--- src/rtl/strops_pkg.sv ---
// Shared types for the bit-string operator.
// Assumes: operation select is a single bit at the block edge.
package strops_pkg;
    typedef enum logic {
        OP_JOIN  = 1'b0,
        OP_SLICE = 1'b1
    } strop_e;
endpackage

--- src/rtl/strops_lenmask.sv ---
// Builds a thermometer mask with the low `len` bits set.
// Assumes: len <= W; a len of W or more sets every bit.
module strops_lenmask #(
    parameter int W  = 64,
    parameter int LW = $clog2(W + 1)
) (
    input  logic [LW-1:0] len,
    output logic [W-1:0]  mask
);
    // one comparator per bit position
    for (genvar i = 0; i < W; i++) begin : g_bit
        assign mask[i] = (len > LW'(i));
    end
endmodule

--- src/rtl/strops_join.sv ---
// Join primitive: places X above Y and sums the length descriptors.
// Assumes: x and y are already masked to their lengths; lengths <= W.
module strops_join #(
    parameter int W  = 64,
    parameter int LW = $clog2(W + 1)
) (
    input  logic [W-1:0]  x,
    input  logic [LW-1:0] lx,
    input  logic [W-1:0]  y,
    input  logic [LW-1:0] ly,
    output logic [W-1:0]  data,
    output logic [LW-1:0] len,
    output logic          ovf
);
    logic [2*W-1:0] wide;
    logic [LW:0]    sum;

    // data and length computed side by side
    always_comb begin
        wide = ({{W{1'b0}}, x} << ly) | {{W{1'b0}}, y};
        sum  = {1'b0, lx} + {1'b0, ly};
        ovf  = (sum > (LW+1)'(W));
        len  = ovf ? LW'(W) : sum[LW-1:0];
        data = wide[W-1:0];
    end
endmodule

--- src/rtl/strops_slice.sv ---
// Slice primitive: extracts n bits of X starting at pointer p, right-aligned.
// Assumes: x is masked to its length; n <= W. p may exceed W and is clamped.
module strops_slice #(
    parameter int W  = 64,
    parameter int LW = $clog2(W + 1)
) (
    input  logic [W-1:0]  x,
    input  logic [LW-1:0] ptr,
    input  logic [LW-1:0] n,
    output logic [W-1:0]  data,
    output logic [LW-1:0] len,
    output logic          ovf,
    output logic [LW-1:0] next_ptr
);
    logic [LW-1:0] start;
    logic [LW-1:0] avail;
    logic [W-1:0]  fmask;

    strops_lenmask #(.W(W), .LW(LW)) u_fmask (.len(len), .mask(fmask));

    // clamp the start, clip the field to the room left in the word
    always_comb begin
        start    = (ptr > LW'(W)) ? LW'(W) : ptr;
        avail    = LW'(W) - start;
        ovf      = (n > avail);
        len      = ovf ? avail : n;
        data     = (x >> start) & fmask;
        next_ptr = start + len;
    end
endmodule

--- src/rtl/strops_unit.sv ---
// Descriptor-aware bit-string operator, top level.
// Latches one operand record per handshake and computes result data,
// length, overflow and the updated X pointer in a single step.
// Assumes: one-entry output register; in_ready follows out_ready combinationally.
module strops_unit #(
    parameter int W  = 64,
    parameter int LW = $clog2(W + 1)
) (
    input  logic          clk,
    input  logic          rst_n,
    input  logic          in_valid,
    output logic          in_ready,
    input  logic          in_op,
    input  logic [W-1:0]  x_data,
    input  logic [LW-1:0] x_len,
    input  logic [LW-1:0] x_ptr,
    input  logic [W-1:0]  y_data,
    input  logic [LW-1:0] y_len,
    output logic          out_valid,
    input  logic          out_ready,
    output logic [W-1:0]  out_data,
    output logic [LW-1:0] out_len,
    output logic          out_ovf,
    output logic [LW-1:0] out_src_ptr
);
    import strops_pkg::*;

    logic [LW-1:0] lx_c, ly_c;
    logic [W-1:0]  xmask, ymask, xm, ym;
    logic [W-1:0]  j_data, s_data, r_data;
    logic [LW-1:0] j_len, s_len, s_ptr, r_len, r_ptr;
    logic          j_ovf, s_ovf, r_ovf;
    logic          take;
    strop_e        op;

    // clamp descriptors to the word width and decode the operation
    always_comb begin
        lx_c = (x_len > LW'(W)) ? LW'(W) : x_len;
        ly_c = (y_len > LW'(W)) ? LW'(W) : y_len;
        op   = strop_e'(in_op);
        xm   = x_data & xmask;
        ym   = y_data & ymask;
    end

    strops_lenmask #(.W(W), .LW(LW)) u_xmask (.len(lx_c), .mask(xmask));
    strops_lenmask #(.W(W), .LW(LW)) u_ymask (.len(ly_c), .mask(ymask));

    strops_join #(.W(W), .LW(LW)) u_join (
        .x(xm), .lx(lx_c), .y(ym), .ly(ly_c),
        .data(j_data), .len(j_len), .ovf(j_ovf)
    );

    strops_slice #(.W(W), .LW(LW)) u_slice (
        .x(xm), .ptr(x_ptr), .n(ly_c),
        .data(s_data), .len(s_len), .ovf(s_ovf), .next_ptr(s_ptr)
    );

    // pick the primitive's result and its pointer update
    always_comb begin
        if (op == OP_SLICE) begin
            r_data = s_data; r_len = s_len; r_ovf = s_ovf; r_ptr = s_ptr;
        end else begin
            r_data = j_data; r_len = j_len; r_ovf = j_ovf; r_ptr = x_ptr;
        end
    end

    assign in_ready = !out_valid || out_ready;
    assign take     = in_valid && in_ready;

    // output register: load on accept, clear valid when drained
    always_ff @(posedge clk) begin
        if (!rst_n) begin
            out_valid   <= 1'b0;
            out_data    <= '0;
            out_len     <= '0;
            out_ovf     <= 1'b0;
            out_src_ptr <= '0;
        end else if (take) begin
            out_valid   <= 1'b1;
            out_data    <= r_data;
            out_len     <= r_len;
            out_ovf     <= r_ovf;
            out_src_ptr <= r_ptr;
        end else if (out_ready) begin
            out_valid   <= 1'b0;
        end
    end

    logic [W-1:0] omask;
    strops_lenmask #(.W(W), .LW(LW)) u_omask (.len(out_len), .mask(omask));


    reset_idle_chk: assert property (@(posedge clk) !rst_n |=> !out_valid);


    accept_latency_chk: assert property (@(posedge clk) disable iff (!rst_n)
        (in_valid && in_ready) |=> out_valid);


    stall_hold_chk: assert property (@(posedge clk) disable iff (!rst_n)
        (out_valid && !out_ready) |=> (out_valid && $stable(out_data) &&
        $stable(out_len) && $stable(out_ovf) && $stable(out_src_ptr)));


    len_bound_chk: assert property (@(posedge clk) disable iff (!rst_n)
        out_valid |-> (out_len <= LW'(W)));


    upper_zero_chk: assert property (@(posedge clk) disable iff (!rst_n)
        out_valid |-> ((out_data & ~omask) == '0));
endmodule

--- config.mk ---
export PLATFORM = sky130hd
export DESIGN_NAME = strops_unit
export DESIGN_NICKNAME = d
export VERILOG_FILES = /design/src/rtl/strops_pkg.sv /design/src/rtl/strops_lenmask.sv /design/src/rtl/strops_join.sv /design/src/rtl/strops_slice.sv /design/src/rtl/strops_unit.sv
export SDC_FILE = /design/constraint.sdc
export NUM_CORES = 1
export LEC_CHECK = 0
export ABC_AREA = 1
export BUFFER_PORTS_ARGS = -buffer_cell sky130_fd_sc_hd__buf_2
export CAP_MARGIN = 20
export CELL_PAD_IN_SITES_DETAIL_PLACEMENT = 1
export CELL_PAD_IN_SITES_GLOBAL_PLACEMENT = 1
export CORE_UTILIZATION = 35
export CTS_CLUSTER_SIZE = 8
export DETAILED_ROUTE_END_ITERATION = 7
export PLACE_DENSITY = 0.85
export SLEW_MARGIN = 20
export SYNTH_ARGS = -nofsm -noshare
export SYNTH_HDL_FRONTEND = slang
export SYNTH_SLANG_ARGS = --single-unit
--- constraint.sdc ---
create_clock -name clk -period 4.15 [get_ports clk]
set_clock_uncertainty 0.15 [all_clocks]
set_input_delay 0.2075 -clock clk [delete_from_list [all_inputs] [get_ports clk]]
set_output_delay 0.2075 -clock clk [all_outputs]
set_load 0.05 [all_outputs]
-- Word-level counts from Yosys, hierarchy flattened
Cells that the tools add are included.
- bits in registers: 80
- bitwise operators: 4
- reductions and logical operators: 4
- shift operators: 2
- $lt $le $gt $ge: 197
- muxes and demuxes: 11
- $add $sub $neg: 3
- operators with widths (operator ; count):
    $gt A7 B6 Y1 const B ; 96
    $gt A7 B5 Y1 const B ; 48
    $and A64 B64 Y64 ; 3
    $gt A7 B4 Y1 const B ; 24
    $gt A7 B3 Y1 const B ; 12
    $mux W64 ; 1
    $or A64 B64 Y64 ; 1
    $shl A64 B7 Y64 ; 1
    $shr A64 B7 Y64 ; 1
    $mux W7 ; 7
    $gt A7 B1 Y1 const B ; 6
    $gt A7 B2 Y1 const B ; 6
    $gt A7 B7 Y1 const B ; 3
    $add A7 B7 Y8 ; 1
    $gt A8 B7 Y1 const B ; 1
    $add A7 B7 Y7 ; 1
    $gt A7 B7 Y1 ; 1
    $sub A7 B7 Y7 const A ; 1
    $mux W1 ; 3
    $reduce_bool A2 Y1 ; 1
    $logic_and A1 B1 Y1 ; 1
    $logic_not A1 Y1 ; 1
    $logic_or A1 B1 Y1 ; 1

-- Longest topological paths before layout
Gate-level depths: netlist (run 1).
- depth in word-level cells: 8
- gate-level depth with buffers: 31
- mapped depth without buffers: 29

-- Cells and area by module
Synthesis (run 1) repeated with hierarchy kept, for this count alone.
- cells, all modules: 3540
- area total of the unflattened synthesis: 16858.7 sq um
- modules (own cells, without submodules) (module ; area an instance (sq um) ; cells each ; times used ; seq. area each (sq um)):
    strops_unit ; 5426.5 ; 1049 ; 1 ; 1601.5
    strops_slice ; 5017.3 ; 1065 ; 1 ; 0.0
    strops_join ; 4590.7 ; 985 ; 1 ; 0.0
    strops_lenmask ; 608.1 ; 147 ; 3 ; 0.0

-- Least setup slack after synthesis (run 1)
No wires, ideal clock.
- path type: input port to flip-flop
- start: input x_ptr[6]
- end: register out_src_ptr[6]
- required time: 3.883 ns
- slack: -0.045 ns
- setup time: 0.117 ns
- data arrival time: 3.928 ns
- buffers on the path: 3
- cell stages on the path: 30
- cells stage by stage: buf_4 > nand2_1 > nand2_1 > buf_2 > buf_1 > ha_1 > xor2_1 > ha_1 > a21oi_1 > o21ai_1 > nand2_1 > nand2_2 > nand2_2 > nand2_1 > o21ai_4 > ha_1 > inv_1 > fa_1 > inv_1 > a21oi_1 > o21bai_1 > nand2_1 > nand2_1 > a21oi_1 > a21oi_1 > o21ai_0 > nand2_1 > nand2_1 > o221ai_1 > inv_1
- cells in the longest elaborated chain, start to end: 7
- RTL lines (item ; line ; text):
    start: declaration ; strops_unit.sv:16 ; input logic [LW-1:0] x_ptr,
    $gt A7 B7 Y1 ; strops_slice.sv:23 ; start = (ptr > LW'(W)) ? LW'(W) : ptr;
    $mux W7 ; strops_slice.sv:23 ;
    $sub A7 B7 Y7 ; strops_slice.sv:24 ; avail = LW'(W) - start;
    $gt A7 B7 Y1 ; strops_slice.sv:25 ; ovf = (n > avail);
    $mux W7 ; strops_slice.sv:26 ; len = ovf ? avail : n;
    $add A7 B7 Y7 ; strops_slice.sv:28 ; next_ptr = start + len;
    $mux W7 (*) ; strops_unit.sv:60 ; if (op == OP_SLICE) begin
    end signal: assignment ; strops_unit.sv:83 ; out_src_ptr <= r_ptr;
    end: declaration ; strops_unit.sv:24 ; output logic [LW-1:0] out_src_ptr
Mark *: on every way between the ends. The rest lies on a longest branch, timed or not.
A chain may end at the register's enable or synchronous reset.

-- Final worst setup path (run 1)
- start: input x_ptr[4]
- end: register out_src_ptr[6]
- cells in the longest elaborated chain, start to end: 7
- RTL lines (item ; line):
    $gt A7 B7 Y1 ; strops_slice.sv:23
    $mux W7 (*) ; strops_slice.sv:23
    $sub A7 B7 Y7 ; strops_slice.sv:24
    $gt A7 B7 Y1 ; strops_slice.sv:25
    $mux W7 ; strops_slice.sv:26
    $add A7 B7 Y7 (*) ; strops_slice.sv:28
    $mux W7 (*) ; strops_unit.sv:60
Marked as above.

==> metrics.md, run 1 <==
| Metric | Value |
|---|---|
| Outcome | `completed` |
| Setup crit end kind | `flop` |
| Setup_tns | `0 ns` |
| Final Util | `41.22%` |
| Syn Nets | `3163` |
| Minimum clock period | `3.973 ns` |
| Root buffer cell | `clkbuf_16` |
| CTS tree | `built` |
| Number of I/O pins | `235` |
| Drt initial violations | `3557` |
| Setup crit end | `out_src_ptr[6]` |
| Core Area | `42130 um2` |
| Ratio of cells with drive above 1 in the final layout | `14.58%` |
| Hold Path Class | `input pin to flop` |
| Yosys top cell area share | `28.09%` |
| CP Launch Point | `x_ptr[4]` |
| Post-CTS Hold Buffers | `0` |
| Initial DRT Pass Iterations | `7` |
| Clk_lat worst skew | `0.36 ns` |
| GPL Wtd Cong | `between 1 and 1.5` |
| Reg clk slew, reported paths | `roughly 0.07 ns` |
| HPWL Detailed | `87190 um` |
| Top FF cell, synth | `dfxtp_1` |
| Crit path kind | `input pin to flop` |
| First-pass GRT wire length | `152900 um` |
| Die Span X | `209.0 um` |
| Initial antenna violation count | `1` |
| Worst path slowest cell | `fa_1` |
| Warnings, synthesis | `0` |
| Area after DPL | `17030 um2` |
| Initial Util | `35.60%` |
| Leading area contributor after synthesis | `nand3_1` |
| Reg2reg setup slack | `1.95 ns` |
| Antenna-violating nets left | `0` |
| Setup WS post-layout | `0.1773 ns` |
| Fin cells | `3708` |
| Synth unique cells | `48` |
| Post-synth EDFFs | `0` |
| Clock Path Buffers | `2` |
| Max VDD drop | `about 180 uV` |
| Seq/Total Area, Yosys | `10.68%` |
| Via count | `23670` |
| Average wire per standard cell | `28.89 um` |
| Die height | `209.0 um` |
| GRT Resource Usage Total | `around 48%` |
| Area taken by multi-input logic gates | `~12000 um2` |
| Largest net degree at the start of global routing | `75` |
| Post-route cell area | `17370 um2` |
| CTS H-tree depth | `3` |
| PortBufs | `234` |
| Max cap viols | `0` |
| Synth Register Bits | `80` |
| F_max | `251.7 MHz` |
| Post-Syn Area | `15000 um2` |
| Max incr delay on CP | `between 0.3 and 0.4 ns` |
| Worst R2R Start | `out_valid` |
| Final hold violation count | `0` |
| Synth top area cells | `nand3_1 (28%), nand2_1 (24%), dfxtp_1 (11%)` |
| Pre-CTS WS | `-0.04475 ns` |
| Die area | `43690 um2` |
| Worst Path Required | `4.25 ns` |
| Total CTS buffers | `9` |
| Rel. slew slack | `44.48%` |
| Slew @ Worst Pin | `~0.83 ns` |
| Final Cycle Share | `a little over nine tenths` |
| Rows | `75` |
| Critical Path AT | `4.08 ns` |
| RR Endpoint | `out_data[50]` |
| Sink Count | `80` |
| CP dominant cell by count | `nand2_1` |
| Fillers | `6286` |
| CP startpoint kind | `input pin` |
| Synth Instances | `2986` |
| Ys async rst share | `0%` |
| Storage cell area | `1602 um2` |
| Mapped Avg Cell Area | `5.024 um2` |
| Layout Nets | `around 3300` |
| Leak Pwr | `0.008620 uW` |
| Vias per cell | `roughly 6.4` |
| Vias in the first global route | `around 22000` |
| Remaining DRCs | `0` |
| Setup Viol. Count Final | `0` |
| Grt ovf | `0` |
| Reg2reg path depth | `7` |
| DP Cell Count | `approximately 3700` |
| Largest fanout on the critical path | `6` |
| DRT Wirelength | `107100 um` |
| Max Transition Viols Final | `0` |
| Pwr dens | `273.1 nW/um2` |
| Area grow syn2layout | `15.77%` |
-- per-stage QoR --
| step | total power, uW | hold slack (ns) |
|---|---|---|
| after detailed placement | 3782 | 0.3084 |
| after global placement | 3772 | 0.3045 |
| after CTS | 4590 | 0.03797 |
| after floorplan | 2600 | 0.2015 |
| after global routing | 4914 | 0.07222 |
| final | 4743 | 0.03418 |
-- per-layer routing --
metal / routed length (um) / global-route usage (%)
met1: 45290 / 65.61
met4: 6632 / 25.00
met2: 43380 / 68.79
met3: 11800 / 10.94
met5: 10 / 0
-- flip-flops by register name (all words and copies together), names as in the netlist --
name / count
out_data: 64
out_ovf: 1
out_len: 7
out_src_ptr: 7
out_valid: 1
-- how the worst min path moves through the flow --
stage          startpoint        endpoint  slack [ns]  cells after the start
6_report       y_data[44]    out_data[44]        0.03                      5
5_1_grt        y_data[44]    out_data[44]        0.07                      5
4_1_cts        y_data[44]    out_data[44]        0.04                      5
3_5_place_dp   out_len[6]      out_len[6]        0.31                      2
3_3_place_gp   out_len[6]      out_len[6]        0.30                      2
2_1_floorplan    x_ptr[1]  out_src_ptr[1]        0.20                      2
-- cells in the final DEF (no fill, tap or decap), types with 44 or more instances in the layout --
| cell type | count |
|---|---|
| a21oi_1 | 162 |
| buf_2 | 233 |
| buf_4 | 116 |
| dfxtp_1 | 80 |
| inv_1 | 117 |
| nand2_1 | 945 |
| nand3_1 | 842 |
| nor2_1 | 173 |
| o21ai_0 | 195 |
| o21ai_1 | 44 |
-- Yosys cell counts, drive strengths merged (4+ instances only) --
master / number
a21oi: 162
nand3b: 4
dfxtp: 80
clkbuf: 91
a21boi: 9
a31oi: 11
buf: 97
nor3: 12
o21bai: 4
nor2: 195
o21ai: 245
xor2: 5
nand2: 967
o211ai: 21
nand4: 42
nand3: 847
ha: 21
inv: 147
-- kinds of logic after synthesis --
logic type	after synthesis	synth area share (%)
flops	80	10.68
fa+ha+maj	23	2.019
xor+xnor	7	0.4087
simple gates	2072	61.12
compound gates	468	16.83
buf+inv	336	8.941
-- cell type report --
type	count	area share [%]
diodes	1	0.01441
clock inverters	6	0.2810
clock buffers	10	1.376
well taps	539	3.883
multi-input cells	2570	69.79
repair buffers	354	12.23
flip-flops and latches	80	9.222
inverters	148	3.199
-- timing repair --
item                                    CTS  global route
setup buffers                             0             2
endpoints found under the setup margin    0             1
resized for setup                         0             7
-- power by group --
group	internal [uW]	switching, uW
registers	834	57.3
clock network	429	387
logic	761	2270
total	2020	2720
-- critical path, delay by kind of cell --
kind                       cells  cell delay, ns
AOI/OAI and AO/OA              9            1.16
and+or+nand+nor               12            1.12
adders and majority gates      4            0.98
buffers and inverters          4            0.33
xor gates and xnor gates       1            0.26
Note: power is estimated with default switching activity, not from simulation.
==> run 2: changes to the inputs <==
- CTS_BUF_LIST: default -> sky130_fd_sc_hd__clkbuf_8
==> metrics.md, run 2 (synthesis gave the netlist of run 1 again) <==
| Metric | Value |
|---|---|
| Rel. slew slack | `43.21% (-1.3 points)` |
| Clk_lat worst skew | `0.41 ns (+0.05 ns)` |
| Initial antenna violation count | `1 (unchanged)` |
| Largest fanout on the critical path | `6 (unchanged)` |
| Vias per cell | `6.371 (-0.21%)` |
| Setup crit end kind | `flop` |
| Area grow syn2layout | `15.23%` |
| CP dominant cell by count | `nand2_1` |
| Clock Path Buffers | `2 (unchanged)` |
| Net Sw Frac | `59.44% (+2.1 points)` |
| Ratio of cells with drive above 1 in the final layout | `14.44% (-0.14 points)` |
| Comb pwr share | `67.0% (+3.0 points)` |
| Met1 Use GR | `65.42% (-0.19 points)` |
| CTS tree | `built` |
| Worst R2R Start | `out_valid` |
| Worst Path Required | `4.30 ns (+0.05 ns)` |
| Max incr delay on CP | `0.35 ns (about the same)` |
| Setup_tns | `0 ns (unchanged)` |
| GRT Resource Usage Total | `47.66% (-0.092 points)` |
| GR Layer Usage met2 | `69.06% (+0.26 points)` |
| Top flop regs | `out_data (64), out_len (7), out_src_ptr (7)` |
| Reg clk slew, reported paths | `0.10 ns (+0.03 ns)` |
| Grt met3 use | `11.09% (+0.15 points)` |
| Hold Path Class | `input pin to flop` |
| Slew @ Worst Pin | `0.8518 ns (+0.01891 ns)` |
| Max Transition Viols Final | `0 (unchanged)` |
| Grt ovf | `0 (unchanged)` |
| Leak Pwr | `0.008589 uW (-0.35%)` |
| CP Launch Point | `x_ptr[4]` |
| Top Usage Layer GRT | `met2` |
| Initial DRT Pass Iterations | `5 (-2)` |
| Post-route cell area | `17290 um2 (-0.47%)` |
| Pwr dens | `261.4 nW/um2 (-4.3%)` |
| Biggest register | `out_data` |
| Clock power share | `13.3% (-3.9 points)` |
| Max cap viols | `0 (unchanged)` |
| Commonest non-fill, non-tap cell in the layout | `nand2_1` |
| GPL Wtd Cong | `1.124 (unchanged)` |
| Core Area | `42130 um2 (unchanged)` |
| F_max | `259.2 MHz (+3.0%)` |
| CP startpoint kind | `input pin` |
| Outcome | `completed` |
| Worst path slowest cell | `fa_1` |
| Crit path kind | `input pin to flop` |
| Setup Viol. Count Final | `0 (unchanged)` |
| Area after DPL | `17030 um2 (unchanged)` |
| HPWL Detailed | `87190 um (unchanged)` |
| Die Span X | `209.0 um (unchanged)` |
| Number of I/O pins | `235 (unchanged)` |
| Cell Int Power | `1833 uW (-9.4%)` |
| Minimum clock period | `3.859 ns (-0.1142 ns)` |
| First-pass GRT wire length | `152600 um (-0.20%)` |
| Final Cycle Share | `92.98% (-2.8 points)` |
| Largest net degree at the start of global routing | `75 (unchanged)` |
| Total CTS buffers | `9 (unchanged)` |
| Overall power | `4519 uW (-4.7%)` |
| Hold_ws | `0.03353 ns (-0.0006562 ns)` |
| Sink Count | `80 (unchanged)` |
| Max reg flops | `64 (unchanged)` |
| Die area | `43690 um2 (unchanged)` |
| Antenna-violating nets left | `0 (unchanged)` |
| Psw | `2686 uW (-1.2%)` |
| Fillers | `6292 (+0.095%)` |
| Number of diodes | `0 (-1)` |
| Layout Nets | `3344 (+0.12%)` |
| Via count | `23640 (-0.13%)` |
| Initial Util | `35.60% (unchanged)` |
| PortBufs | `234 (unchanged)` |
| Min-Delay Startpoint | `y_data[23]` |
| Remaining DRCs | `0 (unchanged)` |
| Commonest non-fill, non-tap cells in the layout | `nand2_1 (946), nand3_1 (842), buf_2 (234)` |
| Max VDD drop | `176.7 uV (-4.1%)` |
| Rows | `75 (unchanged)` |
| Die height | `209.0 um (unchanged)` |
| Root buffer cell | `clkbuf_8` |
| DRT Wirelength | `106700 um (-0.42%)` |
| Critical Path AT | `4.01 ns (-0.07 ns)` |
| Average wire per standard cell | `28.74 um (-0.50%)` |
| Vias in the first global route | `22320 (+0.063%)` |
| Drt initial violations | `3611 (+1.5%)` |
| CTS H-tree depth | `3 (unchanged)` |
| Final hold violation count | `0 (unchanged)` |
| Sequential share of power | `19.7% (+0.9 points)` |
[run 2: power groups by stage]
| stage | Combinational [uW] | Clock (uW) | Sequential, uW |
|---|---|---|---|
| finish | 3030 | 603 | 890 |
| global route | 3170 | 632 | 891 |
| CTS | 2890 | 602 | 887 |
| detailed placement | 2880 | 0 | 904 |
| global placement | 2870 | 0 | 905 |
| floorplan | 1490 | 0 | 1110 |
[run 2: layout make-up]
type	instances	area (um2)	area share [%]
multi-input cells	2570	12100	70.02
clock inverters	6	48.80	0.2823
repair buffers	358	2165	12.52
well taps	539	674.4	3.902
flip-flops and latches	80	1602	9.265
clock buffers	10	137.6	0.7962
inverters	148	555.5	3.214
[run 2: path summary, 6_finish.rpt]
check	slack [ns]	cells past startpoint	endpoint
worst max-delay path	0.29	30	out_src_ptr[6]
worst max register to register	1.93	7	out_data[50]
worst min register to register	0.33	2	out_len[6]
worst min-delay path	0.03	5	out_data[23]
[run 2: critical path: cells and delay by family]
kind | cells | cell delay, ns
AO/OA/AOI/OAI | 9 | 1.12
XOR/XNOR | 1 | 0.20
AND/OR/NAND/NOR | 12 | 1.12
adder cells (fa/ha/maj) | 4 | 1.05
buffers and inverters | 4 | 0.30
[run 2: routing by layer]
metal / vias up / routed length, um
met5: - / 13
met4: 2 / 6009
met3: 259 / 11760
met2: 1490 / 43500
met1: 11360 / 45380
li1: 10530 / -
[run 2: per-stage QoR]
stage | std cells | util (%) | worst slack (ns)
floorplan | 2986 | - | 0.04883
global placement | 3689 | 40.42 | 0.1666
detailed placement | 3689 | 40.42 | -0.04475
CTS | 3710 | 40.98 | 0.3141
global route | 3711 | 41.02 | -0.02664
finish | 3711 | 41.02 | 0.2915
[run 2: repair_timing]
| item | in CTS | in global routing |
|---|---|---|
| setup endpoints to repair | 0 | 1 |
| resized for setup | 0 | 2 |
| hold endpoints to repair | 5 | 0 |
| hold buffers | 5 | 0 |
| buffers inserted | 0 | 1 |
==> run 3: changes to the inputs <==
- CORE_MARGIN: default -> 4
- PLACE_DENSITY: 0.85 -> 0.75
==> metrics.md, run 3 (synthesis gave the netlist of run 1 again) <==
| Metric | Value |
|---|---|
| Grt ovf | `0 (unchanged)` |
| Sink Count | `80 (unchanged)` |
| Post-route cell area | `17110 um2 (-1.0%)` |
| Initial Util | `35.60% (unchanged)` |
| Pwr dens | `270.6 nW/um2 (+3.5%)` |
| Critical Path AT | `3.94 ns (-0.07 ns)` |
| Worst R2R Start | `out_valid` |
| Initial DRT Pass Iterations | `6 (+1)` |
| Top flop regs | `out_data (64), out_len (7), out_src_ptr (7)` |
| CP dominant cell by count | `nand2_1` |
| CP bufs+invs | `4 (unchanged)` |
| GR Layer Usage met2 | `66.27% (-2.8 points)` |
| GRT Resource Usage Total | `44.65% (-3.0 points)` |
| Drt initial violations | `3702 (+2.5%)` |
| RR Endpoint | `out_data[12]` |
| Die area | `46240 um2 (+5.8%)` |
| Max reg flops | `64 (unchanged)` |
| Vias per cell | `6.496 (+2.0%)` |
| Average wire per standard cell | `29.47 um (+2.5%)` |
| Largest fanout on the critical path | `5 (-1)` |
| Setup Viol. Count Final | `0 (unchanged)` |
| Reg2reg path depth | `6 (-1)` |
| Area grow syn2layout | `14.05%` |
| Top Usage Layer GRT | `met2` |
| Area after DPL | `16830 um2 (-1.2%)` |
| Clock Path Buffers | `2 (unchanged)` |
| DRT Wirelength | `108500 um (+1.7%)` |
| Crit path kind | `input pin to flop` |
| Commonest non-fill, non-tap cell in the layout | `nand2_1` |
| First-pass GRT wire length | `156300 um (+2.4%)` |
| Max incr delay on CP | `0.36 ns (about the same)` |
| Rel. slew slack | `28.03% (-15 points)` |
| Setup crit end kind | `flop` |
| CTS H-tree depth | `3 (unchanged)` |
| Reg clk slew, reported paths | `0.09 ns (about the same)` |
| Hold Path Class | `input pin to flop` |
| Setup WS post-layout | `0.3473 ns (+0.05580 ns)` |
| Ratio of cells with drive above 1 in the final layout | `13.65% (-0.79 points)` |
| Total CTS buffers | `9 (unchanged)` |
| HPWL Detailed | `88790 um (+1.8%)` |
| Pre-CTS WS | `-0.07414 ns (-0.02939 ns)` |
| Remaining DRCs | `0 (unchanged)` |
| Clk_lat worst skew | `0.39 ns (-0.02 ns)` |
| Vias in the first global route | `23410 (+4.9%)` |
| Met1 Use GR | `59.76% (-5.7 points)` |
| Final hold violation count | `0 (unchanged)` |
| Initial antenna violation count | `3 (+2)` |
| Leak Pwr | `0.008483 uW (-1.2%)` |
| GPL Wtd Cong | `1.118 (-0.51%)` |
| Commonest non-fill, non-tap cells in the layout | `nand2_1 (946), nand3_1 (842), buf_2 (233)` |
| Die Span X | `215.0 um (+2.9%)` |
| Largest net degree at the start of global routing | `76 (+1.3%)` |
| Hold path cells | `5 (unchanged)` |
| Layout Nets | `3314 (-0.90%)` |
| Hold endpoint | `out_data[46]` |
| RSZ-0062 raised after global routing | `no` |
| Die height | `215.0 um (+2.9%)` |
| CP startpoint kind | `input pin` |
| Min-Delay Startpoint | `y_data[46]` |
| Crit path max-delay family | `compound AO/OA/AOI/OAI gates` |
| Rows | `75 (unchanged)` |
| Outcome | `completed` |
| Hold_ws | `0.01521 ns (-0.01832 ns)` |
| Worst Path Required | `4.29 ns (about the same)` |
| Core Area | `42130 um2 (unchanged)` |
| Final Cycle Share | `91.63% (-1.3 points)` |
| Biggest register | `out_data` |
| Max VDD drop | `144.2 uV (-18%)` |
| Root buffer cell | `clkbuf_8` |
| Max cap viols | `0 (unchanged)` |
| CTS tree | `built` |
| Via count | `23920 (+1.2%)` |
| PortBufs | `234 (unchanged)` |
| Worst path slowest cell | `fa_1` |
| Slew @ Worst Pin | `1.068 ns (+0.2165 ns)` |
| Reg2reg setup slack | `1.98 ns (+0.05 ns)` |
| Grt met3 use | `10.85% (-0.24 points)` |
| F_max | `263.0 MHz (+1.5%)` |
| Max Transition Viols Final | `0 (unchanged)` |
| Number of I/O pins | `235 (unchanged)` |
| Minimum clock period | `3.803 ns (-0.05580 ns)` |
| Antenna-violating nets left | `0 (unchanged)` |
| Overall power | `4630 uW (+2.5%)` |
[run 3: cell type report]
cell class	count	area [um2]
timing repair buffer	328	1934
antenna	1	2.502
multi-input combinational	2570	12100
fill	6276	25030
inverter	148	555.5
clock inverter	5	86.33
tap	539	674.4
sequential	80	1602
clock buffer	11	151.4
[run 3: stage by stage]
stage	utilization (%)	TNS [ns]	cells
6_report	40.60	0	3682
5_1_grt	40.60	0	3682
4_1_cts	40.55	0	3680
3_5_place_dp	39.93	-0.07414	3662
3_3_place_gp	39.93	-0.04635	3662
2_1_floorplan	-	0	2986
[run 3: what timing repair did]
| item | CTS | global route |
|---|---|---|
| hold buffers | 2 | 0 |
| gates resized for setup | 0 | 3 |
| hold endpoints to repair | 2 | 0 |
| endpoints found under the setup margin | 0 | 1 |
| setup buffers | 0 | 1 |
[run 3: routing by layer]
metal / share of wire (%) / vias up
li1: - / 10460
met1: 40 / 11520
met2: 41 / 1626
met3: 12 / 309
met4: 6.8 / 4
met5: 0.11 / -
[run 3: worst min-delay path: cells and delay by family]
kind / cells / cell delay, ns
AOI/OAI and AO/OA: 1 / 0.06
and+or+nand+nor: 3 / 0.15
buffers and inverters: 1 / 0.10
[run 3: worst max path at each step]
stage                        start        endpoint  depth (start not counted)
after detailed placement  y_len[2]  out_src_ptr[6]                         30
after CTS                 y_len[2]  out_src_ptr[6]                         30
after global placement    y_len[2]  out_src_ptr[6]                         30
after global routing      x_ptr[0]  out_src_ptr[6]                         30
final                     x_ptr[5]  out_src_ptr[6]                         30
after floorplan           x_ptr[6]  out_src_ptr[6]                         30
[run 3: power by group]
part / switching (uW) / total, uW / internal [uW]
clock: 361 / 737 / 377
sequential: 60.6 / 894 / 833
combinational: 2260 / 3000 / 734
